===== src/rtl/dma_relay_pkg.sv =====
package dma_relay_pkg;

  typedef enum logic [1:0] {
    PH_IDLE  = 2'd0,
    PH_REQ   = 2'd1,
    PH_RELAY = 2'd2
  } phase_t;

endpackage


===== src/rtl/dma_watchdog.sv =====
module dma_watchdog #(
  parameter int TICK_LIMIT = 10,
  localparam int CNT_W = $clog2(TICK_LIMIT + 1)
) (
  input  logic clk,
  input  logic rst,
  input  logic clear,
  input  logic run,
  input  logic tick,
  output logic expire
);

  localparam logic [CNT_W-1:0] LAST = CNT_W'(TICK_LIMIT - 1);

  logic [CNT_W-1:0] cnt_q;

  // expiry is seen in the very cycle of the last tick so it can preempt
  assign expire = run && tick && (cnt_q == LAST);

  always_ff @(posedge clk) begin
    if (rst || clear) begin
      cnt_q <= '0;
    end else if (run && tick && !expire) begin
      cnt_q <= cnt_q + 1'b1;
    end
  end

endmodule


===== src/rtl/dma_phase_ctrl.sv =====
module dma_phase_ctrl
  import dma_relay_pkg::*;
(
  input  logic   clk,
  input  logic   rst,
  input  logic   start,
  input  logic   ack,
  input  logic   eot,
  input  logic   expire,
  output phase_t phase,
  output phase_t phase_nxt,
  output logic   accept,
  output logic   fin,
  output logic   relay_open
);

  phase_t phase_q;

  assign phase      = phase_q;
  assign accept     = (phase_q == PH_IDLE) && start;
  // inner aborts are only honoured when the outer watchdog stays quiet
  assign fin        = (phase_q == PH_RELAY) && eot && !expire;
  assign relay_open = (phase_q == PH_RELAY) && !eot && !expire;

  always_comb begin
    phase_nxt = phase_q;
    unique case (phase_q)
      PH_IDLE:  if (start) phase_nxt = PH_REQ;
      PH_REQ: begin
        if (expire)   phase_nxt = PH_IDLE;
        else if (ack) phase_nxt = PH_RELAY;
      end
      PH_RELAY: if (expire || eot) phase_nxt = PH_IDLE;
      default:  phase_nxt = PH_IDLE;
    endcase
  end

  always_ff @(posedge clk) begin
    if (rst) phase_q <= PH_IDLE;
    else     phase_q <= phase_nxt;
  end

endmodule


===== src/rtl/dma_byte_path.sv =====
module dma_byte_path #(
  parameter int DATA_W = 8
) (
  input  logic              clk,
  input  logic              rst,
  input  logic              open,
  input  logic              in_vld,
  input  logic [DATA_W-1:0] in_data,
  output logic              out_vld,
  output logic [DATA_W-1:0] out_data
);

  logic fwd;
  assign fwd = open && in_vld;

  always_ff @(posedge clk) begin
    if (rst) begin
      out_vld  <= 1'b0;
      out_data <= '0;
    end else begin
      out_vld <= fwd;
      if (fwd) out_data <= in_data;
    end
  end

endmodule


===== src/rtl/dma_relay_wd.sv =====
module dma_relay_wd
  import dma_relay_pkg::*;
#(
  parameter int DATA_W     = 8,
  parameter int TICK_LIMIT = 10
) (
  input  logic              clk,
  input  logic              rst,
  input  logic              start_i,
  input  logic              tick_i,
  input  logic              ack_i,
  input  logic              eot_i,
  input  logic              bin_vld_i,
  input  logic [DATA_W-1:0] bin_data_i,
  output logic              req_o,
  output logic              bout_vld_o,
  output logic [DATA_W-1:0] bout_data_o,
  output logic              done_o,
  output logic              timeout_o
);

  phase_t phase, phase_nxt;
  logic   accept, fin, relay_open, expire;

  dma_phase_ctrl u_ctrl (
    .clk        (clk),
    .rst        (rst),
    .start      (start_i),
    .ack        (ack_i),
    .eot        (eot_i),
    .expire     (expire),
    .phase      (phase),
    .phase_nxt  (phase_nxt),
    .accept     (accept),
    .fin        (fin),
    .relay_open (relay_open)
  );

  dma_watchdog #(.TICK_LIMIT(TICK_LIMIT)) u_wd (
    .clk    (clk),
    .rst    (rst),
    .clear  (accept),
    .run    (phase != PH_IDLE),
    .tick   (tick_i),
    .expire (expire)
  );

  dma_byte_path #(.DATA_W(DATA_W)) u_bytes (
    .clk      (clk),
    .rst      (rst),
    .open     (relay_open),
    .in_vld   (bin_vld_i),
    .in_data  (bin_data_i),
    .out_vld  (bout_vld_o),
    .out_data (bout_data_o)
  );

  always_ff @(posedge clk) begin
    if (rst) begin
      req_o     <= 1'b0;
      done_o    <= 1'b0;
      timeout_o <= 1'b0;
    end else begin
      req_o     <= (phase_nxt == PH_REQ);
      done_o    <= fin;
      timeout_o <= expire;
    end
  end

endmodule


===== config.mk =====
export PLATFORM = sky130hd
export DESIGN_NAME = dma_relay_wd
export DESIGN_NICKNAME = d
export VERILOG_FILES = /design/src/rtl/dma_relay_pkg.sv /design/src/rtl/dma_watchdog.sv /design/src/rtl/dma_phase_ctrl.sv /design/src/rtl/dma_byte_path.sv /design/src/rtl/dma_relay_wd.sv
export SDC_FILE = /design/constraint.sdc
export NUM_CORES = 1
export LEC_CHECK = 0
export BUFFER_PORTS_ARGS = -buffer_cell sky130_fd_sc_hd__buf_2
export CORE_MARGIN = 10
export CORE_UTILIZATION = 48
export CTS_CLUSTER_DIAMETER = 150
export CTS_CLUSTER_SIZE = 8
export DETAILED_ROUTE_END_ITERATION = 7
export PLACE_DENSITY = 0.75
export SYNTH_ARGS = -nofsm -noshare
export SYNTH_HDL_FRONTEND = slang
export SYNTH_HIERARCHICAL = 1
export SYNTH_SLANG_ARGS = --single-unit

===== constraint.sdc =====
create_clock -name clk -period 2.4 [get_ports clk]
set_clock_uncertainty 0.15 [all_clocks]
set_input_delay 0.24 -clock clk [delete_from_list [all_inputs] [get_ports clk]]
set_output_delay 0.24 -clock clk [all_outputs]
set_load 0.05 [all_outputs]

# Yosys cells after proc, flatten, opt, wreduce, memory -nomap -nowiden
# Index checks and enable logic that the tools add are counted.
[word_totals]
register_bits = 18
latch_bits = 0
ramBits = 0
rom_bits = 0
output_inout_bits = 12
word_cells = 32
mem_count = 0
[op_classes]
n_addsub = 1
mul = 0
n_div = 0
magnitude_cmp = 0
n_eq_ne = 4
shift = 0
n_mux = 5
n_bitwise = 0
reduce_logical = 15
[op_table]
columns = ["cell", "count"]
rows = [
  ["$logic_and 1x1->1", 9],
  ["$mux 2", 4],
  ["$pmux 2 s3", 1],
  ["$add 4x1->4 const B", 1],
  ["$eq 2x1->1 const B", 2],
  ["$eq 4x4->1 const B", 1],
  ["$eq 2x2->1 const B", 1],
  ["$logic_not 1->1", 2],
  ["$logic_not 2->1", 1],
  ["$logic_or 1x1->1", 2],
  ["$reduce_bool 2->1", 1],
]

# Longest topological paths before layout
[logic_depth]
depth_word = 7
depth_mapped = 10

# By module
# The synthesis kept the hierarchy.
[by_module_without_submodules]
columns = ["module", "n_inst", "cells_per_inst", "area_each_um2", "seq_area_each_um2"]
rows = [
  ["dma_byte_path", 1, 40, 396.6, 180.2],
  ["dma_watchdog", 1, 25, 246.5, 80.1],
  ["dma_phase_ctrl", 1, 13, 117.6, 40.0],
  ["dma_relay_wd", 1, 7, 91.3, 60.1],
]

# Worst setup path before layout
# No wires, ideal clock.
[synth_timing]
path_type = "register to register"
start = "register u_ctrl.phase_q[1] (netlist: u_ctrl/phase[1])"
end = "register u_bytes.out_data[4]"
setup_time_ns = 0.129
arrival_time_ns = 1.765
required_time_ns = 2.121
setup_slack_ns = 0.356
path_stages_with_launch = 10
cell_sequence = "dfxtp_1 or2_1 nand2_2 nor2_1 or4b_1 inv_1 buf_6 buf_6 a21bo_1 a21oi_2"
[synth_between]
elab_chain_len = 6
elab_cells_between_ends = 8
[synth_rtl]
columns = ["element", "line_no", "rtl"]
rows = [
  ["start, declared", "dma_phase_ctrl.sv:17", "phase_t phase_q;"],
  ["start signal, assigned", "dma_phase_ctrl.sv:40", "else phase_q <= phase_nxt;"],
  ["$reduce_bool 2->1", "dma_relay_wd.sv:43", ".run (phase != PH_IDLE),"],
  ["$logic_and 1x1->1 (2 in a row)", "dma_watchdog.sv:18", "assign expire = run && tick && (cnt_q == LAST);"],
  ["named net expire", "dma_relay_wd.sv:23", "logic accept, fin, relay_open, expire;"],
  ["$logic_not 1->1", "dma_phase_ctrl.sv:23", "assign relay_open = (phase_q == PH_RELAY) && !eot && !expire;"],
  ["$logic_and 1x1->1", "dma_phase_ctrl.sv:23", ""],
  ["named net relay_open", "dma_relay_wd.sv:23", ""],
  ["$logic_and 1x1->1", "dma_byte_path.sv:14", "assign fwd = open && in_vld;"],
  ["end signal, assigned", "dma_byte_path.sv:22", "if (fwd) out_data <= in_data;"],
  ["end, declared", "dma_byte_path.sv:10", "output logic [DATA_W-1:0] out_data"],
]
# The timed path passes the listed nets, and every way through them passes these cells.
# A chain may end at the register's enable or synchronous reset.

# Final worst setup path
[layout_timing]
start = "register u_ctrl.phase_q[1] (netlist: u_ctrl/phase[1])"
end = "register u_bytes.out_data[0]"
# Same word-level chain as after synthesis.

==> metrics.yaml <==
drt-wirelength-per-cell_um: 12.87
worstMarginPinSlew_ns: 0.3236
syn-instance-count: 85
synth_area_per_cell_um2: 10.02
power.density_mw_per_mm2: 556.6
start_util_pct: 49.89
peakVddDrop_mv: 0.4222
yosysSeqAreaShare_pct: 42.29
synth_fp_nets: 102
syn_area_um2: 852.1
async_flop_share_pct: 0
post-route-util_pct: 59.05
cts_buffers: 3
grt_pass1_wl_um: 2939
maxSlewViolCount: 0
final_layout_size_suffix_gt1_share_pct: 41.82
drc: 0
grt_usage_pct: 8.851
fin_crit_ns: 2.227
cts_tree: "built"
dr_total_vias: 693
wl_um: 1737
pin_count: 27
cts-htree-levels: 1
end_kind: "flop"
clkSinkCount: 18
drv_cap: 0
synth.largest_area_cell: "dfxtp_1"
clock_tree.buffer_depth: 2
synthTopCellsByCount: "dfxtp_1 (18), a21oi_1 (10), nand3_1 (10)"
numPortBuffers: 26
worstSetupPathType: "reg -> reg"
tns_ns: 0
min_path_type: "in -> reg"
nFillCells: 153
finalNonFillerCells: 135
yosys.cell_types.count: 30
ys_warn_count: 6
root_buffer: "clkbuf_4"
rows: 15
multi_input_area_um2: 435.4
grt_antenna_before_repair: 0
critPathArrivalTime_ns: 2.25
cp_slowest_stage_delay_ns: 0.59
die_area_mm2: 0.003860
clk_pin_slew_worst_paths_ns: 0.11
antenna_cells: 0
fin_crit_sh_pct: 92.78
drt-pass1-iter-count: 4
core_mm2: 0.001708
insertion_delay_ns: 0.29
rsz0062_at_grt: "no"
slew_headroom_pct: 78.42
slowest_stage: "or4b_1"
cpLargestDelayFamily: "simple AND/OR/NAND/NOR gates"
fmax_mhz: 449.1
finalSetupViolCount: 0
seqCellArea_um2: 360.3
synthFlopType: "dfxtp_1"
die_w_um: 62.13
cts_hold_buf: 0
layout.nets: 128
critPathLaunchType: "flop"
place.gp.congestion: 0.8894
grt_overflow: 0
yosys_register_bits: 18
total_power_uw: 561.3
dp.cells: 131
synth_top_cells_by_area: "dfxtp_1 (42%), a21bo_2 (8.2%), a21oi_1 (5.9%)"
yosys.area.top_type_share_pct: 42.29
syn_to_final_growth_pct: 18.36
via_per_inst: 5.133
path_buf_inv: 1
synth_edf_count: 0
first_global_vias: 652
p_leak_nw: 0.4794
antenna_left: 0
grt_max_degree: 19
place_area_um2: 968.4
die_h_um: 62.13
cp_cell_sequence: "or2_1 -> nand2_2 -> nor2_1 -> or4b_1 -> clkinvlp_4 -> a21bo_2 -> a21oi_1"
status: "complete, no violations"
drtIter0Drc: 4
required_ns: 2.42
yosysMostFrequentCell: "dfxtp_1"
final_area_mm2: 0.001008
hold_viol_final: 0
path_max_fanout: 17
## flip-flops by register name, summed over array words and instances, names as in the netlist
register,count
u_wd/cnt_q,4
u_bytes/out_data,8
timeout_o,1
req_o,1
u_bytes/out_vld,1
u_ctrl/phase,2
done_o,1
## timing repair
action                     4_1_cts  5_1_grt
hold endpoints to repair         0        0
buffers inserted                 0        0
setup endpoints to repair        0        8
gates resized for setup          0        1
## worst min-delay path: cells and delay by family
kind                   cells  cell delay, ns
buffers and inverters      1            0.09
AND/OR/NAND/NOR            1            0.05
AO/OA/AOI/OAI              1            0.05
## cell usage in the layout (no fill, tap or decap)
cell and count:
or4bb_1 1, or3b_2 1, nor2_1 3, clkinvlp_4 1
a21bo_2 7, ha_1 2, nor3_1 1, a21bo_1 1
a21boi_1 1, or4b_1 2, a21oi_1 10, o21ai_0 1
a31oi_1 1, nor2b_1 2, and4bb_2 1, inv_1 2
clkbuf_8 1, dfxtp_1 18, nor2b_4 1, mux2i_1 2
or2_1 1, nand2_1 4, nand3_1 10, a21oi_2 1
a2111oi_2 1, nand2_2 1, nor3b_2 1, or3_1 2
nand3b_4 1, clkbuf_4 3, buf_2 26
## routing by layer
layer,GRT usage [%],vias up,part of all wire [%]
li1,-,353,-
met1,9.856,329,45
met2,15.26,9,52
met3,2.688,2,3.1
met4,3.429,0,0.69
met5,0,-,0
## cells by family after synthesis
kind of cell	synth area share, %
AOI/OAI and AO/OA	20.26
muxes	2.350
buffers and inverters	6.607
adders and majority gates	2.936
DFF	42.29
and+or+nand+nor	25.55
## power breakdown
| part | internal, mW | switching (mW) |
|---|---|---|
| Clock | 0.0923 | 0.0943 |
| Combinational | 0.0255 | 0.0395 |
| Sequential | 0.305 | 0.00464 |
## layout make-up
type                    count  area share [%]
inverters                   3           1.489
well taps                  25           3.102
repair buffers             26           12.90
multi-input cells          59           43.18
clock buffers               4           3.598
flip-flops and latches     18           35.73
## per-stage QoR
| stage | hold WS, ns | setup WS [ns] |
|---|---|---|
| 4_1_cts | 0.03930 | 0.04076 |
| 3_3_place_gp | 0.3437 | 0.1337 |
| 2_1_floorplan | 0.1589 | 0.3557 |
| 5_1_grt | 0.02875 | 0.03466 |
| 3_5_place_dp | 0.3501 | 0.08014 |
| 6_report | 0.04014 | 0.1733 |
## worst paths after layout
path / to / slack (ns) / cells past startpoint / from
worst min register to register: u_wd/cnt_q[0] / 0.38 / 2 / u_wd/cnt_q[0]
worst max-delay path: u_bytes/out_data[0] / 0.17 / 7 / u_ctrl/phase[1]
worst min-delay path: u_bytes/out_data[3] / 0.04 / 3 / bin_data_i[3]
worst max register to register: u_bytes/out_data[0] / 0.17 / 7 / u_ctrl/phase[1]
Note: power is estimated with default switching activity, not from simulation.
